==> src/rtl/splitter_pkg.sv <==
package splitter_pkg;

    typedef enum logic [1:0] {
        KIND_WORD = 2'b00,
        KIND_HALF = 2'b01,
        KIND_BYTE = 2'b10,
        KIND_RSVD = 2'b11
    } kind_e;

    typedef enum logic [1:0] {
        ST_IDLE = 2'b00,
        ST_ADDR = 2'b01,
        ST_DATA = 2'b10
    } state_e;

    localparam logic [1:0] BURST_INCR = 2'b01;

endpackage

==> src/rtl/splitter_req_check.sv <==
// Validates a request and derives its transfer size, strobe and word total.
module splitter_req_check
    import splitter_pkg::*;
#(
    parameter int BYTES     = 4,
    parameter int MAX_WORDS = 8,
    parameter int CNT_W     = 4,
    parameter int SIZE_W    = 3,
    localparam int OFS_W    = $clog2(BYTES),
    localparam int REM_W    = $clog2(MAX_WORDS + 1)
) (
    input  logic [OFS_W-1:0]  ofs,
    input  kind_e             kind,
    input  logic [CNT_W-1:0]  count,
    output logic              ok,
    output logic [SIZE_W-1:0] size,
    output logic [BYTES-1:0]  strb,
    output logic [REM_W-1:0]  words
);

    always_comb begin
        ok    = 1'b0;
        size  = '0;
        strb  = '0;
        words = REM_W'(1);
        case (kind)
            KIND_WORD: begin
                ok    = (ofs == '0) && (count != '0) &&
                        (count <= CNT_W'(MAX_WORDS));
                size  = SIZE_W'(OFS_W);
                strb  = '1;
                words = REM_W'(count);
            end
            KIND_HALF: begin
                ok   = (ofs[0] == 1'b0);
                size = SIZE_W'(1);
                strb = BYTES'(3) << ofs;
            end
            KIND_BYTE: begin
                ok   = 1'b1;
                size = '0;
                strb = BYTES'(1) << ofs;
            end
            default: ok = 1'b0;
        endcase
    end

endmodule

==> src/rtl/splitter_fsm.sv <==
// Sequencer: address phase, then data beats for writes, repeated until
// the word total is used up.
module splitter_fsm
    import splitter_pkg::*;
#(
    parameter int ADDR_W    = 32,
    parameter int BYTES     = 4,
    parameter int MAX_WORDS = 8,
    parameter int MAX_BEATS = 2,
    parameter int LEN_W     = 4,
    parameter int SIZE_W    = 3,
    localparam int OFS_W    = $clog2(BYTES),
    localparam int REM_W    = $clog2(MAX_WORDS + 1),
    localparam int BEAT_W   = $clog2(MAX_BEATS + 1)
) (
    input  logic              clk,
    input  logic              rst_n,
    input  logic              req_valid,
    input  logic              req_write,
    input  logic [ADDR_W-1:0] req_addr,
    input  logic              chk_ok,
    input  logic [SIZE_W-1:0] chk_size,
    input  logic [BYTES-1:0]  chk_strb,
    input  logic [REM_W-1:0]  chk_words,
    output logic              req_ready,
    output logic              req_err,
    output logic              ax_valid,
    input  logic              ax_ready,
    output logic [ADDR_W-1:0] ax_addr,
    output logic [1:0]        ax_burst,
    output logic [SIZE_W-1:0] ax_size,
    output logic [LEN_W-1:0]  ax_len,
    output logic              ax_write,
    output logic              w_valid,
    input  logic              w_ready,
    output logic [BYTES-1:0]  w_strb,
    output logic              w_last
);

    typedef struct packed {
        state_e            st;
        logic [ADDR_W-1:0] addr;
        logic [REM_W-1:0]  rem;
        logic [BEAT_W-1:0] wcnt;
        logic [SIZE_W-1:0] size;
        logic [BYTES-1:0]  strb;
        logic              wr;
        logic              err;
    } regs_t;

    regs_t q, d;

    logic [BEAT_W-1:0] beats_now;
    logic [ADDR_W-1:0] step;

    // Beats of the burst at the head of the remaining run.
    always_comb begin
        if (q.rem >= REM_W'(MAX_BEATS)) begin
            beats_now = BEAT_W'(MAX_BEATS);
        end else begin
            beats_now = BEAT_W'(q.rem);
        end
        step = ADDR_W'(beats_now) << OFS_W;
    end

    always_comb begin
        d     = q;
        d.err = 1'b0;
        case (q.st)
            ST_IDLE: begin
                if (req_valid) begin
                    if (chk_ok) begin
                        d.st   = ST_ADDR;
                        d.addr = req_addr;
                        d.rem  = chk_words;
                        d.size = chk_size;
                        d.strb = chk_strb;
                        d.wr   = req_write;
                    end else begin
                        d.err  = 1'b1;
                    end
                end
            end
            ST_ADDR: begin
                if (ax_ready) begin
                    d.addr = q.addr + step;
                    d.rem  = q.rem - REM_W'(beats_now);
                    d.wcnt = beats_now;
                    if (q.wr) begin
                        d.st = ST_DATA;
                    end else if (d.rem == '0) begin
                        d.st = ST_IDLE;
                    end
                end
            end
            ST_DATA: begin
                if (w_ready) begin
                    d.wcnt = q.wcnt - BEAT_W'(1);
                    if (q.wcnt == BEAT_W'(1)) begin
                        d.st = (q.rem == '0) ? ST_IDLE : ST_ADDR;
                    end
                end
            end
            default: d.st = ST_IDLE;
        endcase
    end

    always_ff @(posedge clk or negedge rst_n) begin
        if (!rst_n) begin
            q <= '{st: ST_IDLE, default: '0};
        end else begin
            q <= d;
        end
    end

    assign req_ready = (q.st == ST_IDLE);
    assign req_err   = q.err;
    assign ax_valid  = (q.st == ST_ADDR);
    assign ax_addr   = q.addr;
    assign ax_burst  = BURST_INCR;
    assign ax_size   = q.size;
    assign ax_len    = LEN_W'(beats_now) - LEN_W'(1);
    assign ax_write  = q.wr;
    assign w_valid   = (q.st == ST_DATA);
    assign w_strb    = q.strb;
    assign w_last    = w_valid && (q.wcnt == BEAT_W'(1));

endmodule

==> src/rtl/periph_burst_splitter.sv <==
module periph_burst_splitter
    import splitter_pkg::*;
#(
    parameter int ADDR_W    = 32,
    parameter int BYTES     = 4,
    parameter int MAX_WORDS = 8,
    parameter int MAX_BEATS = 2,
    parameter int CNT_W     = 4,
    parameter int LEN_W     = 4,
    parameter int SIZE_W    = 3,
    localparam int OFS_W    = $clog2(BYTES),
    localparam int REM_W    = $clog2(MAX_WORDS + 1)
) (
    input  logic              clk,
    input  logic              rst_n,
    input  logic              req_valid,
    output logic              req_ready,
    input  logic [ADDR_W-1:0] req_addr,
    input  logic [1:0]        req_kind,
    input  logic [CNT_W-1:0]  req_count,
    input  logic              req_write,
    output logic              req_err,
    output logic              ax_valid,
    input  logic              ax_ready,
    output logic [ADDR_W-1:0] ax_addr,
    output logic [1:0]        ax_burst,
    output logic [SIZE_W-1:0] ax_size,
    output logic [LEN_W-1:0]  ax_len,
    output logic              ax_write,
    output logic              w_valid,
    input  logic              w_ready,
    output logic [BYTES-1:0]  w_strb,
    output logic              w_last
);

    logic              chk_ok;
    logic [SIZE_W-1:0] chk_size;
    logic [BYTES-1:0]  chk_strb;
    logic [REM_W-1:0]  chk_words;

    splitter_req_check #(
        .BYTES(BYTES), .MAX_WORDS(MAX_WORDS), .CNT_W(CNT_W), .SIZE_W(SIZE_W)
    ) u_check (
        .ofs   (req_addr[OFS_W-1:0]),
        .kind  (kind_e'(req_kind)),
        .count (req_count),
        .ok    (chk_ok),
        .size  (chk_size),
        .strb  (chk_strb),
        .words (chk_words)
    );

    splitter_fsm #(
        .ADDR_W(ADDR_W), .BYTES(BYTES), .MAX_WORDS(MAX_WORDS),
        .MAX_BEATS(MAX_BEATS), .LEN_W(LEN_W), .SIZE_W(SIZE_W)
    ) u_fsm (
        .clk       (clk),
        .rst_n     (rst_n),
        .req_valid (req_valid),
        .req_write (req_write),
        .req_addr  (req_addr),
        .chk_ok    (chk_ok),
        .chk_size  (chk_size),
        .chk_strb  (chk_strb),
        .chk_words (chk_words),
        .req_ready (req_ready),
        .req_err   (req_err),
        .ax_valid  (ax_valid),
        .ax_ready  (ax_ready),
        .ax_addr   (ax_addr),
        .ax_burst  (ax_burst),
        .ax_size   (ax_size),
        .ax_len    (ax_len),
        .ax_write  (ax_write),
        .w_valid   (w_valid),
        .w_ready   (w_ready),
        .w_strb    (w_strb),
        .w_last    (w_last)
    );

endmodule

==> config.mk <==
export PLATFORM = sky130hd
export DESIGN_NAME = periph_burst_splitter
export DESIGN_NICKNAME = d
export VERILOG_FILES = /design/src/rtl/splitter_pkg.sv /design/src/rtl/splitter_req_check.sv /design/src/rtl/splitter_fsm.sv /design/src/rtl/periph_burst_splitter.sv
export SDC_FILE = /design/constraint.sdc
export NUM_CORES = 1
export LEC_CHECK = 0
export BUFFER_PORTS_ARGS = -buffer_cell sky130_fd_sc_hd__buf_4
export CAP_MARGIN = 0
export CORE_MARGIN = 2
export CORE_UTILIZATION = 40
export CTS_BUF_LIST = sky130_fd_sc_hd__clkbuf_16
export DETAILED_ROUTE_END_ITERATION = 6
export SLEW_MARGIN = 20
export SYNTH_ARGS = -nofsm -noshare
export SYNTH_HDL_FRONTEND = slang
export SYNTH_SLANG_ARGS = --single-unit
export TNS_END_PERCENT = 1
==> constraint.sdc <==
create_clock -name clk -period 3 [get_ports clk]
set_input_delay 0.6 -clock clk [delete_from_list [all_inputs] [get_ports clk]]
set_output_delay 0.6 -clock clk [all_outputs]
set_load 0.01 [all_outputs]
==> results of run 1 <==
metrics by stage:
stage                     setup slack (ns)  instance area [sq um]
after floorplan                      0.430                   3490
after global placement               0.215                   3960
after detailed placement            0.0395                   3960
after CTS                          0.00235                   4100
after global routing               0.00311                   4120
final                                0.247                   4120
synth_stat cells (5+ instances only):
master	n	area share [%]
buf_2	9	1.3
nor2_1	37	4.0
nand4_1	5	0.90
buf_4	43	9.3
nand3_1	14	2.0
and3_1	6	1.1
a31oi_1	28	5.0
o22a_1	18	4.5
dfrtp_1	48	34
ha_1	10	3.6
a2bb2oi_1	7	1.8
a21oi_1	37	5.3
clkbuf_1	8	0.86
a22oi_1	7	1.5
o22ai_1	8	1.4
nand2_1	25	2.7
inv_1	15	1.6
o21ai_0	15	2.2
worst max-delay path: cells and delay by family, from the launching register on:
family                   cells  cell delay (ns)
buffers and inverters        3             0.38
AO/OA/AOI/OAI                2             0.42
flip-flops                   1             0.42
AND/OR/NAND/NOR              6             0.93
adder cells (fa/ha/maj)      2             0.47
cells by family (layout without fill, tap and decap cells):
group	count (synthesis)	after routing	synth area share [%]
flops	48	48	34.5
other cells	2	4	0.215
compound gates	138	138	26.2
mux	6	6	1.87
simple gates	118	118	17.9
buf+inv	84	132	14.9
fa+ha+maj	12	12	4.45
worst paths after layout:
kind	end	slack [ns]	startpoint
max	u_fsm.ax_addr[30]	0.25	u_fsm.q[13]
min	u_fsm.w_strb[1]	0.33	rst_n
max reg2reg	u_fsm.ax_addr[30]	0.25	u_fsm.q[13]
min reg2reg	u_fsm.w_strb[3]	0.48	u_fsm.w_strb[3]
max in group asynchronous	u_fsm.ax_addr[4]	2.22	rst_n
min in group clk	u_fsm.w_strb[3]	0.48	u_fsm.w_strb[3]
sequential cells by signal (all words and copies together) (netlist names):
register and flops:
u_fsm.ax_addr 32, u_fsm.q 8, u_fsm.ax_write 1, u_fsm.req_err 1
u_fsm.w_strb 4, u_fsm.ax_size 2
repair_timing:
action | CTS | global route
resized for setup | 0 | 0
setup endpoints to repair | 0 | 9
hold buffers | 0 | 0
setup buffers | 0 | 3
layer usage:
metal	vias to the layer above	GRT usage [%]	part of all wire [%]
met5	-	0	0
met3	5	3.38	5.5
met1	1572	26.4	46
met4	0	3.42	0.62
li1	1540	-	-
met2	96	32.9	48
power breakdown:
group | switching, W | total, W | internal (W)
combinational | 0.00127 | 0.00241 | 0.00114
sequential | 0.000374 | 0.00133 | 0.000959
clock | 0.000242 | 0.000543 | 0.000301
layout make-up:
type                    count  area [sq um]
clock buffers               5           125
clock inverters             3          11.3
flip-flops and latches     48          1200
multi-input cells         278          1770
inverters                  15          56.3
well taps                 108           135
repair buffers            109           818
fillers                   851          4470
==> metrics.md, run 1 <==
| Metric | Value |
|---|---|
| Status | complete, no violations |
| H-tree depth | 2 |
| Initial DRT Pass Iterations | 5 |
| Die ar. | 9480 sq um |
| CP Capture Type | flip-flop |
| Rows | 34 |
| First-pass GRT wire length | 15,300 um |
| Root Driver | clkbuf_16 |
| Leak pwr | 1.91 nW |
| Warnings, synthesis | 0 |
| Hold Fails Final Rpt | 0 |
| Hpwl dp | 6550 um |
| Ys flop type | dfrtp_1 |
| Global route overflow | 0 |
| Nets | 512 |
| Mapped Cells | 408 |
| GRT Overall Usage | 19.4% |
| N_diodes | 0 |
| Share of the yosys chip area belonging to registers | 34.5% |
| CP peak stage delay | 0.42 ns |
| Max Fclk | 363 MHz |
| Gp weighted congestion | 0.794 |
| Reg2reg path depth | 13 |
| Total clock buffers created by CTS | 5 |
| WL/cell | 16.4 um |
| Final Core Density | 47.9% |
| Vias in the first global route | 3,131 |
| Pin count of the biggest net entering global routing | 55 |
| Syn Std Cell Area | 3490 sq um |
| Slowest cell on crit path | dfrtp_1 |
| Vias per cell | 5.68 |
| Vert. Die Dim | 97.4 um |
| WP data required | 3.17 ns |
| Non-Filler Instances | 566 |
| Critical path class | reg2reg |
| Power Density | 1040 nW/um^2 |
| Relative slew slack | 56.5% |
| Commonest cells after routing, fill and taps aside | buf_4, dfrtp_1, nor2_1, a21oi_1, a31oi_1 |
| Period minus WS final | 2.75 ns |
| Tcrit/Tclk final | 91.8% |
| # setup viols final | 0 |
| Post-Route WL | 9260 um |
| #FFs+latches synth | 48 |
| Final Slew Violations | 0 |
| Worst Setup Start Kind | flip-flop |
| Arr. time, crit path | 2.92 ns |
| Placed Cells | 555 |
| Number of flops mapped to enable cells by yosys | 0 |
| DR vias | 3,213 |
| Maxcap violations | 0 |
| Setup_tns | 0 ns |
| Fraction of layout cells with a size suffix above 1 | 28.2% |
| Setup Skew | 0.00655 ns |
| Commonest non-fill, non-tap cell in the layout | buf_4 |
| Worst-Skew Late Latency | 0.29 ns |
| Design Power | 0.00428 W |
| RSZ-0062 raised after global routing | no |
| P&R area growth vs syn | 18.2% |
| Final ANT Viol Nets | 0 |
| Cell variety after synth | 54 |
| Max VDD drop | 0.381 mV |
| Worst slew pin tran | 0.653 ns |
| Critical path fanouts, max | 8 |
| Mean Syn Cell Area | 8.54 sq um |
| Residual DRC | 0 |
| Initial drt markers | 127 |
| CTS tree | built |
| Asr flop ratio synth | 100% |
| Die width | 97.4 um |
| Clock transition at path regs | 0.06 ns |
| Minimum hold slack | 0.332 ns |
| Hold Path Class | in2async |
| Crit path cell chain | nor2_1 -> nand2_1 -> inv_1 -> nand2_1 -> inv_1 -> ha_1 -> fa_1 -> nand4_1 -> nor4_4 -> buf_4 -> nand3_1 -> o22ai_1 -> o2bb2a_1 |
| CTS sink cnt | 48 |
| # IOs | 95 |
| Clock Tree Buf Depth | 2 |
| Initial core utilization | 40.6% |
| Core area | 8590 sq um |
| PortBufs | 91 |
| Initial antenna violation count | 0 |
(Power assumes the default switching activity.)
==> inputs of run 2 (changes only) <==
- ABC_AREA: not set -> 1
==> run 2 against run 1 <==
Effect of this change:
- via count is 15% higher
- synthesized cell count grew 46%
- critical path depth rose by 2
- fmax is 10% higher
- non-clock buffer count fell by 14
- first-iteration DRC count rose by 58%
- power increased by 1.3%
- count of clock-buffer cells in the layout stayed put
- combinational power rose by 2%
- register-to-register slack better by 0.26 ns
- utilization down 0.22 points
- critical endpoint is now u_fsm.ax_addr[22]
- largest power group unchanged
==> metrics.md, run 2 <==
| Metric | Value |
|---|---|
| Most frequent cell after synthesis | nand2_1 (was dfrtp_1) |
| Register area | 1200 sq um (unchanged) |
| Area contributors post-synth | dfrtp_1, nand2_1, buf_4 (was dfrtp_1, buf_4, a21oi_1) |
| Hold Path Class | in2async (unchanged) |
| Worst slew pin tran | 0.640 ns (was 0.653 ns) |
| Clock Tree Buf Depth | 2 (unchanged) |
| PortBufs | 91 (unchanged) |
| Syn Std Cell Area | 3790 sq um (was 3490 sq um) |
| # resized after CTS | 0 (unchanged) |
| Ys flop type | dfrtp_1 (unchanged) |
| Leak pwr | 2.32 nW (was 1.91 nW) |
| Initial antenna violation count | 0 (unchanged) |
| Design Power | 0.00434 W (was 0.00428 W) |
| Initial core utilization | 41.1% (was 40.6%) |
| CTS tree | built (unchanged) |
| Gp weighted congestion | 0.889 (was 0.794) |
| Pin count of the biggest net entering global routing | 49 (was 55) |
| Status | complete, no violations (unchanged) |
| Initial drt markers | 201 (was 127) |
| Root Driver | clkbuf_16 (unchanged) |
| Nets | 698 (was 512) |
| Global route overflow | 0 (unchanged) |
| R2R Setup Slk | 0.51 ns (was 0.25 ns) |
| Cell variety after synth | 32 (was 54) |
| Number of post-CTS setup repair buffers | 0 (unchanged) |
| Period minus WS final | 2.49 ns (was 2.75 ns) |
| Post-Route WL | 9790 um (was 9260 um) |
| Vert. Die Dim | 101 um (was 97.4 um) |
| Post-synth top area cell | dfrtp_1 (unchanged) |
| CP Capture Type | flip-flop (unchanged) |
| Critical path fanouts, max | 7 (was 8) |
| Fill cell count | 965 (was 851) |
| Vias in the first global route | 3,676 (was 3,131) |
| P&R area growth vs syn | 16.3% (was 18.2%) |
| WP data required | 3.23 ns (was 3.17 ns) |
| Worst-Skew Late Latency | 0.29 ns (about the same) |
| DR vias | 3,686 (was 3,213) |
| Relative slew slack | 57.3% (was 56.5%) |
| Rows | 35 (was 34) |
| First-pass GRT wire length | 16,900 um (was 15,300 um) |
| Die ar. | 10,300 sq um (was 9480 sq um) |
| #FFs+latches synth | 48 (unchanged) |
| # setup viols final | 0 (unchanged) |
| Core area | 9240 sq um (was 8590 sq um) |
| Mean Syn Cell Area | 6.38 sq um (was 8.54 sq um) |
| Worst Setup Start Kind | flip-flop (unchanged) |
| Area of the multi-input gates | 2010 sq um (was 1770 sq um) |
| Hpwl dp | 7340 um (was 6550 um) |
| Final Slew Violations | 0 (unchanged) |
| Power Density | 984 nW/um^2 (was 1040 nW/um^2) |
| RSZ-0062 raised after global routing | no (unchanged) |
| Arr. time, crit path | 2.73 ns (was 2.92 ns) |
| Number of flops mapped to enable cells by yosys | 0 (unchanged) |
| Final ANT Viol Nets | 0 (unchanged) |
| CP peak stage delay | 0.41 ns (was 0.42 ns) |
| Placed Cells | 765 (was 555) |
| Share of the yosys chip area belonging to registers | 31.7% (was 34.5%) |
| Initial DRT Pass Iterations | 4 (was 5) |
| Warnings, synthesis | 0 (unchanged) |
| Residual DRC | 0 (unchanged) |
| N_diodes | 0 (unchanged) |
| Slowest cell on crit path | dfrtp_1 (unchanged) |
| Critical R2R Launch | u_fsm.q[13] (unchanged) |
| Minimum hold slack | 0.337 ns (was 0.332 ns) |
| Asr flop ratio synth | 100% (unchanged) |
| Non-Filler Instances | 773 (was 566) |
| Fraction of layout cells with a size suffix above 1 | 18.2% (was 28.2%) |
| CTS sink cnt | 48 (unchanged) |
| Synth top cells by count | nand2_1, nand3_1, nor2_1, dfrtp_1, inv_1 (was dfrtp_1, buf_4, a21oi_1, nor2_1, a31oi_1) |
| Setup_tns | 0 ns (unchanged) |
| Top cell type's share of synthesized area | 31.7% (was 34.5%) |
| Setup Skew | 0.00518 ns (was 0.00655 ns) |
| Hold buffer count at CTS | 0 (unchanged) |
| Clock transition at path regs | 0.07 ns (was 0.06 ns) |
| Commonest non-fill, non-tap cell in the layout | nand2_1 (was buf_4) |
| WL/cell | 12.7 um (was 16.4 um) |
| Max reg flops | 32 (unchanged) |
| Tcrit/Tclk final | 83.2% (was 91.8%) |
| Most Frequent Cell on Critical Path | nand2_1 |
| Die width | 101 um (was 97.4 um) |
| Total clock buffers created by CTS | 5 (unchanged) |
| Commonest cells after routing, fill and taps aside | nand2_1, buf_4, nor2_1, nand3_1 (was buf_4, dfrtp_1, nor2_1, a21oi_1, a31oi_1) |
| Max VDD drop | 0.767 mV (was 0.381 mV) |
| H-tree depth | 2 (unchanged) |
| Max Fclk | 401 MHz (was 363 MHz) |
| Vias per cell | 4.77 (was 5.68) |
| GRT Overall Usage | 20.4% (was 19.4%) |
| Mapped Cells | 595 (was 408) |
| Critical path class | reg2reg (unchanged) |
| # IOs | 95 (unchanged) |
| Hold Fails Final Rpt | 0 (unchanged) |
| CP Launch Point | u_fsm.q[13] (unchanged) |
| Crit path cell chain | nor2_1 -> nand2_1 -> nor2_1 -> ha_1 -> fa_1 -> nand3_1 -> nor2_2 -> nand2_1 -> nor2_2 -> nand2_1 -> nand2_1 -> nand3_1 -> nand2_1 -> nand2_1 -> nand2_1 (was nor2_1 -> nand2_1 -> inv_1 -> nand2_1 -> inv_1 -> ha_1 -> fa_1 -> nand4_1 -> nor4_4 -> buf_4 -> nand3_1 -> o22ai_1 -> o2bb2a_1) |
| Maxcap violations | 0 (unchanged) |
run 2: worst paths after layout:
| kind | endpoint | cells after the start |
|---|---|---|
| max | u_fsm.ax_addr[22] | 15 |
| min | u_fsm.ax_addr[12] | 1 |
| max reg2reg | u_fsm.ax_addr[22] | 15 |
| min reg2reg | u_fsm.ax_size[0] | 2 |
| max in group asynchronous | u_fsm.q[9] | 1 |
| min in group clk | u_fsm.ax_size[0] | 2 |
run 2: cells by family (layout without fill, tap and decap cells):
logic type               after synthesis  after routing  synth area share (%)
adder cells (fa/ha/maj)               11             11                  3.83
other                                  2              4                 0.198
XOR/XNOR                               4              4                 0.924
AO/OA/AOI/OAI                         44             44                  6.56
flip-flops                            48             48                  31.7
AND/OR/NAND/NOR                      380            380                  41.2
buffers and inverters                106            153                  15.6
run 2: stage by stage:
stage / setup slack (ns) / util [%] / cell area (sq um)
after floorplan: 0.858 / - / 3800
after global placement: 0.591 / 46.2 / 4270
after detailed placement: 0.496 / 46.2 / 4270
after CTS: 0.486 / 47.7 / 4410
after global routing: 0.0907 / 47.7 / 4410
final: 0.505 / 47.7 / 4410
run 2: metal layers:
layer  track usage, %  vias to the layer above  share of wire, %
li1                 -                     1900                 -
met1             25.9                     1679                46
met2             36.1                       94                49
met3             3.04                       13               4.4
met4             5.41                        0               1.4
met5                0                        -                 0
run 2: area by class of cell:
class                   count  share of cell area [%]
clock inverters             3                   0.340
well taps                 129                    3.66
repair buffers             95                    16.2
flip-flops and latches     48                    27.2
inverters                  50                    4.26
multi-input cells         443                    45.5
clock buffers               5                    2.84
run 2: critical path: cells and delay by family (launching register included):
family	cells	cell delay, ns
fa+ha+maj	2	0.45
flops	1	0.41
simple gates	13	1.56
run 2: report_power, final:
part           leakage (nW)  total (W)  internal (W)  switching, W
registers             0.604    0.00133      0.000956      0.000372
clock network        0.0687   0.000549      0.000304      0.000245
logic                  1.64    0.00246       0.00102       0.00144
==> inputs of run 3 (changes only) <==
- clock period: 3 -> 2.35 ns (I/O delays scaled with it)
==> run 3 against run 2 <==
Effect of this change:
- clock skew increased by 0.00063 ns
- worst hold slack got worse by 0.12 ns
- non-clock buffer count increased by 8
- count of clock-buffer cells in the layout unchanged
- die area unchanged
- via count increased by 1.2%
- flip-flop and latch count unchanged
- combinational power increased by 36%
- critical path depth decreased by 7
- worst setup slack got worse by 0.31 ns
- sequential power increased by 28%
- largest cell class unchanged
- largest power group unchanged
==> metrics.md, run 3 (synthesized netlist as in run 2, its figures left out) <==
| Metric | Value |
|---|---|
| Pin count of the biggest net entering global routing | 49 (unchanged) |
| Critical path fanouts, max | 4 (was 7) |
| Core area | 9240 sq um (unchanged) |
| PortBufs | 91 (unchanged) |
| Vias per cell | 4.78 (was 4.77) |
| GRT Overall Usage | 20.3% (was 20.4%) |
| N_diodes | 0 (unchanged) |
| Hold Fails Final Rpt | 0 (unchanged) |
| Delay-heaviest family, CP | flip-flops (was simple AND/OR/NAND/NOR gates) |
| Arr. time, crit path | 1.69 ns (was 2.73 ns) |
| Critical path class | reg2out (was reg2reg) |
| Clock Tree Buf Depth | 2 (unchanged) |
| CTS sink cnt | 48 (unchanged) |
| # IOs | 95 (unchanged) |
| Setup Skew | 0.00581 ns (was 0.00518 ns) |
| First-pass GRT wire length | 16,700 um (was 16,900 um) |
| Non-Filler Instances | 781 (was 773) |
| Final ANT Viol Nets | 0 (unchanged) |
| Hold buffer count at CTS | 0 (unchanged) |
| Placed Cells | 771 (was 765) |
| Max VDD drop | 0.660 mV (was 0.767 mV) |
| Gp weighted congestion | 0.897 (was 0.889) |
| Slowest cell on crit path | dfrtp_1 (unchanged) |
| Root Driver | clkbuf_16 (unchanged) |
| DR vias | 3,730 (was 3,686) |
| Initial DRT Pass Iterations | 4 (unchanged) |
| Vias in the first global route | 3,559 (was 3,676) |
| Initial antenna violation count | 0 (unchanged) |
| Global route overflow | 0 (unchanged) |
| Vert. Die Dim | 101 um (unchanged) |
| Setup WS pre-CTS | 0.114 ns (was 0.496 ns) |
| Initial drt markers | 138 (was 201) |
| Final Slew Violations | 0 (unchanged) |
| Crit path buf inv count | 4 (was 0) |
| H-tree depth | 2 (unchanged) |
| Period minus WS final | 2.16 ns |
| Total clock buffers created by CTS | 5 (unchanged) |
| Setup WS post-layout | 0.192 ns (was 0.505 ns) |
| Nets | 706 (was 698) |
| # setup viols final | 0 (unchanged) |
| Crit path cell chain | nor2_2 -> nand2_2 -> nor2_4 -> buf_4 -> inv_1 -> ha_1 -> inv_1 -> buf_4 (was nor2_1 -> nand2_1 -> nor2_1 -> ha_1 -> fa_1 -> nand3_1 -> nor2_2 -> nand2_1 -> nor2_2 -> nand2_1 -> nand2_1 -> nand3_1 -> nand2_1 -> nand2_1 -> nand2_1) |
| Worst slew pin tran | 0.656 ns (was 0.640 ns) |
| Max reg flops | 32 (unchanged) |
| Relative slew slack | 56.3% (was 57.3%) |
| Tcrit/Tclk final | 91.8% |
| Residual DRC | 0 (unchanged) |
| Die width | 101 um (unchanged) |
| CP peak stage delay | 0.41 ns (about the same) |
| Post-Route WL | 10,100 um (was 9790 um) |
| Clock transition at path regs | 0.07 ns (about the same) |
| CP Capture Type | primary output (was flip-flop) |
| CTS tree | built (unchanged) |
| Final Core Density | 49.1% (was 47.7%) |
| Fill cell count | 977 (was 965) |
| Fin area | 4540 sq um (was 4410 sq um) |
| P&R area growth vs syn | 19.7% (was 16.3%) |
| Commonest cells after routing, fill and taps aside | nand2_1, buf_4, nand3_1 (was nand2_1, buf_4, nor2_1, nand3_1) |
| Max Fclk | 463 MHz |
| Status | complete, no violations (unchanged) |
| Hold Path Class | in2async (unchanged) |
| Initial core utilization | 41.1% (unchanged) |
| Fraction of layout cells with a size suffix above 1 | 20.6% (was 18.2%) |
| Placed cell areas | 4330 sq um (was 4270 sq um) |
| Power Density | 1300 nW/um^2 (was 984 nW/um^2) |
| Die ar. | 10,300 sq um (unchanged) |
| Commonest non-fill, non-tap cell in the layout | nand2_1 (unchanged) |
| Worst Setup Start Kind | flip-flop (unchanged) |
| Rows | 35 (unchanged) |
| WL/cell | 13.0 um (was 12.7 um) |
| Leak pwr | 2.37 nW (was 2.32 nW) |
| Maxcap violations | 0 (unchanged) |
| WP data required | 1.88 ns (was 3.23 ns) |
| Hpwl dp | 7630 um (was 7340 um) |
| Worst-Skew Late Latency | 0.29 ns (about the same) |
==> run 3: timing repair <==
item,CTS,global route
setup endpoints to repair,0,20
setup buffers,0,2
resized for setup,0,9
==> run 3: worst register-to-register path, cell delays in order, from the launching register on <==
cell	delay [ns]
dfrtp_1	0.41
nor2_2	0.14
nand2_2	0.12
nor2_4	0.11
ha_2	0.19
fa_2	0.22
nand3_1	0.09
nor2_2	0.16
buf_4	0.16
nand3_2	0.08
nor2_1	0.09
nand2_1	0.05
nand3_1	0.08
nand2_1	0.05
nand2_1	0.05
nand2_1	0.04
==> run 3: final cells by class <==
| type | instances | area [sq um] | area share (%) |
|---|---|---|---|
| flip-flops and latches | 48 | 1200 | 26.5 |
| inverters | 50 | 188 | 4.13 |
| repair buffers | 103 | 786 | 17.3 |
| clock buffers | 5 | 125 | 2.76 |
| multi-input cells | 443 | 2040 | 44.9 |
| well taps | 129 | 161 | 3.55 |
| clock inverters | 3 | 42.5 | 0.937 |
==> run 3: path summary, 6_finish.rpt <==
check,cells past startpoint,from,to,slack (ns)
setup / recovery,8,u_fsm.q[13],ax_len[1],0.19
hold / removal,1,rst_n,u_fsm.ax_addr[13],0.22
setup reg to reg,15,u_fsm.q[13],u_fsm.ax_addr[20],0.20
hold reg to reg,2,u_fsm.ax_size[0],u_fsm.ax_size[0],0.49
max in group asynchronous,1,rst_n,u_fsm.ax_addr[30],1.71
min in group clk,3,req_write,u_fsm.ax_write,0.40
==> run 3: report_power, final <==
group | leakage, nW | switching, W | internal (W)
Clock | 0.0798 | 0.000331 | 0.000501
Combinational | 1.68 | 0.00192 | 0.00142
Sequential | 0.604 | 0.000483 | 0.00122
Total | 2.37 | 0.00274 | 0.00315
==> run 3: stage by stage <==
step | setup TNS (ns) | power (W) | hold slack [ns]
finish | 0 | 0.00588 | 0.215
CTS | 0 | 0.00588 | 0.237
detailed placement | 0 | 0.00502 | 0.473
global route | -0.0497 | 0.00644 | 0.265
floorplan | 0 | 0.00410 | 0.174
global placement | 0 | 0.00496 | 0.462
==> run 3: per-layer routing <==
layer	track usage, %	wire length, um	share of wire, %	vias to the layer above
li1	-	-	-	1922
met1	25.9	4540	45	1699
met2	35.4	4980	49	96
met3	3.11	431	4.3	13
met4	6.03	170	1.7	0
met5	0	0	0	-
